--- config.mk ---
export PLATFORM = sky130hd
export DESIGN_NAME = disp_scan_top
export DESIGN_NICKNAME = d
export VERILOG_FILES = /design/src/rtl/disp_scan_pkg.sv /design/src/rtl/scan_clk_sel.sv /design/src/rtl/scan_seq.sv /design/src/rtl/disp_store.sv /design/src/rtl/disp_scan_top.sv
export SDC_FILE = /design/constraint.sdc
export NUM_CORES = 1
export LEC_CHECK = 0
export CAP_MARGIN = 15
export CORE_MARGIN = 4
export CORE_UTILIZATION = 53
export DETAILED_ROUTE_END_ITERATION = 16
export PLACE_DENSITY = 0.81
export SLEW_MARGIN = 20
export SYNTH_ARGS = -nofsm -noshare
export SYNTH_HDL_FRONTEND = slang
export SYNTH_HIERARCHICAL = 1
export SYNTH_SLANG_ARGS = --single-unit
--- constraint.sdc ---
create_clock -name clk -period 9.7 [get_ports clk]
set_clock_uncertainty 0.15 [all_clocks]
set_input_delay 2.91 -clock clk [delete_from_list [all_inputs] [get_ports clk]]
set_output_delay 2.91 -clock clk [all_outputs]
set_load 0.03 [all_outputs]
--- src/rtl/disp_scan_pkg.sv ---
// Shared definitions for the display scanner: segment patterns.
// Assumes segment bit 0 = a ... bit 6 = g, active high.
package disp_scan_pkg;

    localparam logic [6:0] SEG_ALL = 7'h7F;
    localparam logic [6:0] SEG_OFF = 7'h00;

    // Convert one BCD code to its seven-segment pattern; non-BCD codes are dark.
    function automatic logic [6:0] bcd_to_seg(input logic [3:0] code);
        logic [6:0] pat;
        case (code)
            4'd0:    pat = 7'h3F;
            4'd1:    pat = 7'h06;
            4'd2:    pat = 7'h5B;
            4'd3:    pat = 7'h4F;
            4'd4:    pat = 7'h66;
            4'd5:    pat = 7'h6D;
            4'd6:    pat = 7'h7D;
            4'd7:    pat = 7'h07;
            4'd8:    pat = 7'h7F;
            4'd9:    pat = 7'h6F;
            default: pat = SEG_OFF;
        endcase
        return pat;
    endfunction

endpackage

--- src/rtl/scan_clk_sel.sv ---
// Scan tick source. It produces a one-cycle scan tick either from an
// internal divide-by-INT_DIV counter or from synchronised rising edges of an
// external scan clock. Selection is a synchronous enable; the system clock
// is never gated. Assumes INT_DIV >= 2 and ext_scan asynchronous to clk.
module scan_clk_sel #(
    parameter int INT_DIV = 4
) (
    input  logic clk,
    input  logic rst_n,
    input  logic int_scan_dis_n,
    input  logic ext_scan,
    output logic scan_tick,
    output logic int_scan_out
);
    localparam int DIV_W = (INT_DIV > 2) ? $clog2(INT_DIV) : 1;
    localparam logic [DIV_W-1:0] DIV_MAX = DIV_W'(INT_DIV - 1);

    logic [DIV_W-1:0] div_q;
    logic             sync1_q, sync2_q, sync3_q;
    logic             int_tick, ext_tick;

    assign int_tick  = int_scan_dis_n && (div_q == DIV_MAX);
    assign ext_tick  = !int_scan_dis_n && sync2_q && !sync3_q;
    assign scan_tick = int_tick || ext_tick;

    // Internal divider: runs while enabled, held at zero when disabled.
    always_ff @(posedge clk) begin
        if (!rst_n || !int_scan_dis_n)  div_q <= '0;
        else if (div_q == DIV_MAX)      div_q <= '0;
        else                            div_q <= div_q + 1'b1;
    end

    // Synchroniser and edge history for the external scan clock.
    always_ff @(posedge clk) begin
        if (!rst_n) begin
            sync1_q <= 1'b0;
            sync2_q <= 1'b0;
            sync3_q <= 1'b0;
        end else begin
            sync1_q <= ext_scan;
            sync2_q <= sync1_q;
            sync3_q <= sync2_q;
        end
    end

    // Registered copy of the internal tick for the output pin.
    always_ff @(posedge clk) begin
        if (!rst_n) int_scan_out <= 1'b0;
        else        int_scan_out <= int_tick;
    end


    int_off_when_dis_chk: assert property (@(posedge clk) disable iff (!rst_n)
        !int_scan_dis_n |=> !int_scan_out);


    int_pulse_single_chk: assert property (@(posedge clk) disable iff (!rst_n)
        int_scan_out |=> !int_scan_out);

endmodule

--- src/rtl/scan_seq.sv ---
// Slot sequencer and leading-zero blank flag. The slot advances on each
// scan tick and wraps after the last digit. The blank flag is armed when a
// scan restarts and is cleared by the first nonzero code leaving its slot.
// Assumes cur_zero describes the digit shown in the current slot.
module scan_seq #(
    parameter int NUM_DIGITS = 6,
    localparam int SLOT_W = (NUM_DIGITS > 2) ? $clog2(NUM_DIGITS) : 1
) (
    input  logic              clk,
    input  logic              rst_n,
    input  logic              scan_tick,
    input  logic              cur_zero,
    output logic [SLOT_W-1:0] slot,
    output logic              blank_arm
);
    localparam logic [SLOT_W-1:0] LAST = SLOT_W'(NUM_DIGITS - 1);

    // Step the slot and update the blank flag on each scan tick.
    always_ff @(posedge clk) begin
        if (!rst_n) begin
            slot      <= '0;
            blank_arm <= 1'b1;
        end else if (scan_tick) begin
            if (slot == LAST) begin
                slot      <= '0;
                blank_arm <= 1'b1;
            end else begin
                slot <= slot + 1'b1;
                if (!cur_zero) blank_arm <= 1'b0;
            end
        end
    end


    slot_hold_chk: assert property (@(posedge clk) disable iff (!rst_n)
        !scan_tick |=> $stable(slot));


    slot_range_chk: assert property (@(posedge clk) disable iff (!rst_n)
        slot <= LAST);


    blank_rearm_chk: assert property (@(posedge clk) disable iff (!rst_n)
        (scan_tick && slot == LAST) |=> blank_arm);

endmodule

--- src/rtl/disp_store.sv ---
// Storage registers for the displayed reading and its overflow bit. A
// transfer strobe copies both in; data_good marks the cycle after the copy.
module disp_store #(
    parameter int NUM_DIGITS = 6,
    localparam int DW = 4 * NUM_DIGITS
) (
    input  logic          clk,
    input  logic          rst_n,
    input  logic          xfer,
    input  logic [DW-1:0] count_bcd,
    input  logic          ovf,
    output logic [DW-1:0] store,
    output logic          ovf_q,
    output logic          data_good
);
    // Capture reading and overflow together on a transfer.
    always_ff @(posedge clk) begin
        if (!rst_n) begin
            store <= '0;
            ovf_q <= 1'b0;
        end else if (xfer) begin
            store <= count_bcd;
            ovf_q <= ovf;
        end
    end

    // Flag the cycle in which fresh data sits in storage.
    always_ff @(posedge clk) begin
        if (!rst_n) data_good <= 1'b0;
        else        data_good <= xfer;
    end


    dg_after_xfer_chk: assert property (@(posedge clk) disable iff (!rst_n)
        xfer |=> (data_good && store == $past(count_bcd)));


    store_hold_chk: assert property (@(posedge clk) disable iff (!rst_n)
        !xfer |=> ($stable(store) && !data_good));

endmodule

--- src/rtl/disp_scan_top.sv ---
// Multiplexed seven-segment scanner top. It ties together the tick source,
// the slot sequencer and the storage registers, selects the current digit,
// and applies leading-zero blanking, overflow override and lamp test.
// Assumes one system clock; all other inputs are sampled on it.
module disp_scan_top
    import disp_scan_pkg::*;
#(
    parameter int NUM_DIGITS = 6,
    parameter int INT_DIV    = 4
) (
    input  logic                    clk,
    input  logic                    rst_n,
    input  logic [4*NUM_DIGITS-1:0] count_bcd,
    input  logic                    xfer,
    input  logic                    ovf,
    input  logic                    lamp_n,
    input  logic                    int_scan_dis_n,
    input  logic                    ext_scan,
    output logic [6:0]              seg,
    output logic [NUM_DIGITS-1:0]   dig_en,
    output logic                    slot0_n,
    output logic                    data_good,
    output logic                    int_scan_out
);
    localparam int SLOT_W = (NUM_DIGITS > 2) ? $clog2(NUM_DIGITS) : 1;
    localparam int DW     = 4 * NUM_DIGITS;
    localparam logic [SLOT_W-1:0] LAST = SLOT_W'(NUM_DIGITS - 1);

    logic              scan_tick;
    logic [SLOT_W-1:0] slot;
    logic              blank_arm;
    logic [DW-1:0]     store;
    logic              ovf_q;
    logic [3:0]        cur_digit;
    logic              cur_zero;
    logic              visible;

    scan_clk_sel #(.INT_DIV(INT_DIV)) u_clk_sel (
        .clk            (clk),
        .rst_n          (rst_n),
        .int_scan_dis_n (int_scan_dis_n),
        .ext_scan       (ext_scan),
        .scan_tick      (scan_tick),
        .int_scan_out   (int_scan_out)
    );

    scan_seq #(.NUM_DIGITS(NUM_DIGITS)) u_seq (
        .clk       (clk),
        .rst_n     (rst_n),
        .scan_tick (scan_tick),
        .cur_zero  (cur_zero),
        .slot      (slot),
        .blank_arm (blank_arm)
    );

    disp_store #(.NUM_DIGITS(NUM_DIGITS)) u_store (
        .clk       (clk),
        .rst_n     (rst_n),
        .xfer      (xfer),
        .count_bcd (count_bcd),
        .ovf       (ovf),
        .store     (store),
        .ovf_q     (ovf_q),
        .data_good (data_good)
    );

    // Pick the digit for the current slot; slot 0 is the most significant.
    always_comb begin
        cur_digit = 4'd0;
        for (int i = 0; i < NUM_DIGITS; i++) begin
            if (slot == SLOT_W'(i)) cur_digit = store[(NUM_DIGITS-1-i)*4 +: 4];
        end
    end

    // One-hot digit enable derived from the slot number.
    genvar k;
    generate
        for (k = 0; k < NUM_DIGITS; k++) begin : g_den
            assign dig_en[k] = (slot == SLOT_W'(k));
        end
    endgenerate

    assign cur_zero = (cur_digit == 4'd0);
    assign slot0_n  = (slot != '0);
    assign visible  = !blank_arm || !cur_zero || (slot == LAST) || ovf_q;

    // Segment drive: lamp test first, then blanking, then decode.
    always_comb begin
        if (!lamp_n)       seg = SEG_ALL;
        else if (visible)  seg = bcd_to_seg(cur_digit);
        else               seg = SEG_OFF;
    end


    lamp_all_on_chk: assert property (@(posedge clk) disable iff (!rst_n)
        !lamp_n |-> seg == SEG_ALL);


    last_never_dark_chk: assert property (@(posedge clk) disable iff (!rst_n)
        (lamp_n && dig_en[NUM_DIGITS-1] && cur_digit <= 4'd9) |-> seg != SEG_OFF);


    slot0_match_chk: assert property (@(posedge clk) disable iff (!rst_n)
        slot0_n != dig_en[0]);


    ovf_visible_chk: assert property (@(posedge clk) disable iff (!rst_n)
        (lamp_n && ovf_q && cur_digit == 4'd0) |-> seg == 7'h3F);

endmodule

# After elaboration in Yosys (flattened, before gate mapping)
# Memory sizes are Yosys's and may differ from the RTL's.
# Cells that the tools add are included.
# totals
ff_bits,36
romBits,112
inputBits,31
out_inout_bits,16
mem_count,1
# classes
add_sub_neg,2
n_eq_ne,7
muxes,11
reduce_logical,18
# mem_list
name,words,width,read_ports,rd_clocked_by_memory_dff,wr,line,rtl
(no name shown),16,7,1,0,0,disp_scan_pkg.sv:11,case (code)
# ops
operator,count
two-way mux 4 bit,6
two-way mux 7 bit,2
"== test 3 x 2 -> 1 bit, second input constant",2
"== test 3 bit, second input constant",2
logical NOT 1 bit,5
logical OR 1 bit,5
logical NOT 4 bit,1
"adder 3 x 1 -> 3 bit, second input constant",1
"== test 3 x 1 -> 1 bit, second input constant",1
logical AND 1 bit,3
logical NOT 3 bit,1
two-way mux 3 bit,1
nonzero test 3 bit,1
"adder 2 x 1 -> 2 bit, second input constant",1
"== test 2 bit, second input constant",1
two-way mux 1 bit,2
"inequality test 2 bit, second input constant",1
AND reduction 2 bit,1
OR reduction 2 bit,1

# Longest topological paths before layout
# depth
depth_word,14
depth_mapped,9
depth_no_buf,8

# Hierarchy
# The synthesis kept the hierarchy.
# modules_own_cells
mod,n_inst,cells_per_inst,area_each_um2,seq_area_each_um2
disp_store,1,82,992.2,520.5
disp_scan_top,1,71,555.5,0.0
scan_clk_sel,1,17,201.4,120.1
scan_seq,1,16,173.9,80.1

# Worst setup path after synthesis
# No wires, ideal clock.
# synth_path
path_type,input-to-output
from,input lamp_n
to,output seg[2]
arrival_ps,3623
required_ps,6640
path_slack_ps,3017
stages,3
n_path_buf,0
cell_sequence,inv_1 > a211oi_4 > a41oi_1
# synth_between
elab_chain_cells,1
# synth_lines
item,line,rtl
start: declaration,disp_scan_top.sv:16,"input logic lamp_n,"
two-way mux 7 bit,disp_scan_top.sv:89,if (!lamp_n) seg = SEG_ALL;
end: declaration,disp_scan_top.sv:19,"output logic [6:0] seg,"
# Every way passes these cells.

# Worst setup path in the final report
# Ends and elaborated chain as after synthesis.

==> out/summary.txt <==
GLOBAL ROUTE
------------------------------------------------------------------------------------------------------
Total global routing track utilization                                                           19.5%
Maximum number of pins on one net before global-route repair                                        36
Vias in the first global route                                                                    1491
Wire length of the first global-routing pass                                                   6730 um
Initial antenna violation count                                                                      0
Total gr overflow                                                                                    0

SYNTHESIS
------------------------------------------------------------------------------------------------------
Cells after synthesis                                                                              186
Cell type contributing the most total cell area after synthesis                           sky130_fd_sc_hd__dfxtp_1
Yosys reg bits                                                                                      36
Top FF cell, synth                                                                        sky130_fd_sc_hd__dfxtp_1
Net count of the mapped netlist                                                                    223
Post-synthesis cell area                                                                      1920 um2
Warning count from the yosys run                                                                     6
Proportion of netlist area held by the largest area contributor                                  37.5%
Dominant cells by area after synthesis                                                    sky130_fd_sc_hd__dfxtp_1 37%, sky130_fd_sc_hd__mux2i_1 16%, sky130_fd_sc_hd__nor2b_1 8.8%, sky130_fd_sc_hd__ha_1 3.9%, sky130_fd_sc_hd__mux4_2 2.3%
Fraction of registers with async set/reset                                                          0%
Count of distinct cell types in the synthesized netlist                                             44
Proportion of synthesized chip area in sequential cells                                          37.5%
Post-synth EDFFs                                                                                     0
Average cell area after synthesis                                                             10.3 um2

CLOCK NETWORK
------------------------------------------------------------------------------------------------------
TritonCTS clock tree                                                                               yes
Deepest clock path buffer count                                                                      2
Number of resized instances in the post-cts repair step                                              0
# clock sinks                                                                                       36
TritonCTS Buffers                                                                                    5
Clock Root Buffer                                                                         sky130_fd_sc_hd__clkbuf_4
Number of H-tree levels                                                                              2
Setup Buffers After CTS                                                                              0
Clk Latency, worst-skew pair                                                                   0.33 ns
Clock transition at the register clock pins on the worst setup and hold paths after CTS        0.10 ns
CTS Hold Bufs                                                                                        0

POWER AND IR DROP
------------------------------------------------------------------------------------------------------
Fraction of power consumed by the clock network                                                  24.2%
Leakage                                                                                    0.000977 uW
Power spent charging and discharging nets                                                      85.2 uW
Switch share                                                                                     28.1%
Seq pwr share                                                                                    52.9%
Power density relative to cell area                                                         126 nW/um2
Maximum resistive drop on vdd                                                                  98.2 uV
Portion of total power attributed to combinational logic                                         23.0%
Internal power                                                                                  218 uW

FINISH
------------------------------------------------------------------------------------------------------
FILL cells                                                                                         277
Commonest cells after routing, fill and taps aside                                        46 x sky130_fd_sc_hd__clkdlybuf4s50_1, 36 x sky130_fd_sc_hd__dfxtp_1, 30 x sky130_fd_sc_hd__mux2i_1
Register name with the most flops                                                         u_store/store
Max reg flops                                                                                       24
Area occupied by multi-input gates                                                            1080 um2
Synth-to-Final Area Change                                                                       24.9%
Largest registers                                                                         u_store/store: 24 flops, u_seq/slot: 3 flops, u_clk_sel/div_q: 2 flops
Net total in the final layout                                                                      268
Non-filler instance count after layout                                                             277
Diode insertion count for antenna repair                                                             0
Seq. cell area                                                                                 721 um2
Ratio of cells with drive above 1 in the final layout                                            9.96%
Leading cell type in the layout, fill and taps excluded                                   sky130_fd_sc_hd__clkdlybuf4s50_1

SETUP PATH
------------------------------------------------------------------------------------------------------
WP data arrival                                                                                4.57 ns
Critical-path maximum fanout                                                                         5
Critical Setup Path Class                                                                       in2out
Startpoint type of the worst setup path                                                   primary input
Worst Path Required                                                                            6.64 ns
Critical path endpoint category                                                             output pin

PLACE
------------------------------------------------------------------------------------------------------
Weighted congestion at the end of routability-driven global placement                            0.728
Number of buffers inserted by port buffering                                                        46
Detail Placement HPWL                                                                          3010 um
Dpl cells                                                                                          270

DETAILED ROUTING
------------------------------------------------------------------------------------------------------
Via count                                                                                         1500
Total detailed-routing wirelength                                                              4080 um
DRC violations left                                                                                  0
DR WL/cell                                                                                     14.7 um
Number of iterations in the first detailed-routing pass                                              4
Via-per-instance ratio                                                                            5.42
Initial detailed-routing violation count                                                            77
Number of nets with antenna violations after routing                                                 0

DIE
------------------------------------------------------------------------------------------------------
Number of standard-cell rows in the floorplan                                                       21
Starting density of the core                                                                     56.3%
Floorplan core area                                                                           3420 um2
Die height                                                                                     68.2 um
Die width                                                                                      68.2 um
Number of ports placed on the die boundary                                                          47
Overall die area                                                                              4660 um2

TIMING
------------------------------------------------------------------------------------------------------
Slew @ Worst Pin                                                                              0.951 ns
Post-layout minimum cycle time                                                                 7.63 ns
Max Clock Freq                                                                                 131 MHz
Slew Limit Headroom                                                                              36.4%
Final setup violating endpoints                                                                      0
Sum of negative setup slack                                                                       0 ns
Crit share post-route                                                                            78.7%
Fin. Hold Viols                                                                                      0
Unrepaired setup endpoints after global routing                                                  false
Pins over their slew limit                                                                           0

MIN PATH
------------------------------------------------------------------------------------------------------
Hold WC Path Type                                                                              reg2reg

JOB
------------------------------------------------------------------------------------------------------
Max capacitance violation total                                                                      0

STATUS
------------------------------------------------------------------------------------------------------
Status                                                                                    finished, final reports clean

[cells in the mapped netlist, types with 4 or more instances]
library cell / n
sky130_fd_sc_hd__ha_1: 6
sky130_fd_sc_hd__mux2i_1: 30
sky130_fd_sc_hd__inv_1: 7
sky130_fd_sc_hd__nor2b_1: 27
sky130_fd_sc_hd__a21oi_1: 5
sky130_fd_sc_hd__nand2_1: 4
sky130_fd_sc_hd__nand2b_1: 6
sky130_fd_sc_hd__dfxtp_1: 36
sky130_fd_sc_hd__o21a_1: 4
[worst max-delay path: stages]
cell and delay [ns]:
sky130_fd_sc_hd__clkdlybuf4s50_1 0.57, sky130_fd_sc_hd__inv_1 0.13, sky130_fd_sc_hd__a211oi_4 0.25, sky130_fd_sc_hd__a41oi_1 0.07, sky130_fd_sc_hd__clkdlybuf4s50_1 0.64
[path summary, 6_finish.rpt]
| kind | to | slack, ns | start | cells after the start |
|---|---|---|---|---|
| max | seg[2] | 2.07 | lamp_n | 5 |
| min | u_clk_sel/div_q[0] | 0.29 | u_clk_sel/div_q[0] | 1 |
| max reg2reg | u_seq/blank_arm | 7.04 | u_seq/slot[0] | 5 |
| min reg2reg | u_clk_sel/div_q[0] | 0.29 | u_clk_sel/div_q[0] | 1 |
[cell families after synthesis]
logic type,share of synthesized area [%]
compound gates,11.1
simple gates,22.1
buf+inv,6.44
flops,37.5
fa+ha+maj,3.90
xor+xnor,0.456
mux,18.5
[layout make-up]
type | count | share of cell area [%]
well taps | 46 | 2.40
clock buffers | 6 | 1.72
repair buffers | 47 | 19.5
clock inverters | 1 | 0.208
inverters | 8 | 1.30
flip-flops and latches | 36 | 30.0
multi-input cells | 133 | 44.9
[metrics by stage]
stage | util (%) | hold slack (ns) | instance area [um2] | total power, uW | setup WS (ns)
finish | 70.3 | 0.291 | 2400 | 303 | 2.07
global route | 70.3 | 0.318 | 2400 | 319 | 2.00
CTS | 70.3 | 0.297 | 2400 | 306 | 2.08
detailed placement | 69.0 | 0.282 | 2360 | 233 | 2.09
global placement | 69.0 | 0.261 | 2360 | 230 | 2.16
floorplan | - | 0.252 | 1920 | 206 | 3.02
[power groups by stage]
stage                     Clock, uW  Combinational [uW]  Sequential [uW]
after floorplan                   0                43.9              162
after global placement            0                66.8              163
after detailed placement          0                69.4              164
after CTS                      75.9                69.8              160
after global routing           83.0                74.9              162
final                          73.4                69.6              160
[layer usage]
metal	part of all wire, %	up-vias	routed length, um	track usage, %
met5	0	-	0	0
met2	49	45	2000	32.4
met3	6.3	4	255	5.75
met4	0.88	0	36	7.20
li1	-	749	-	-
met1	44	702	1780	23.7
No activity file was read; power rests on OpenSTA's default activity.
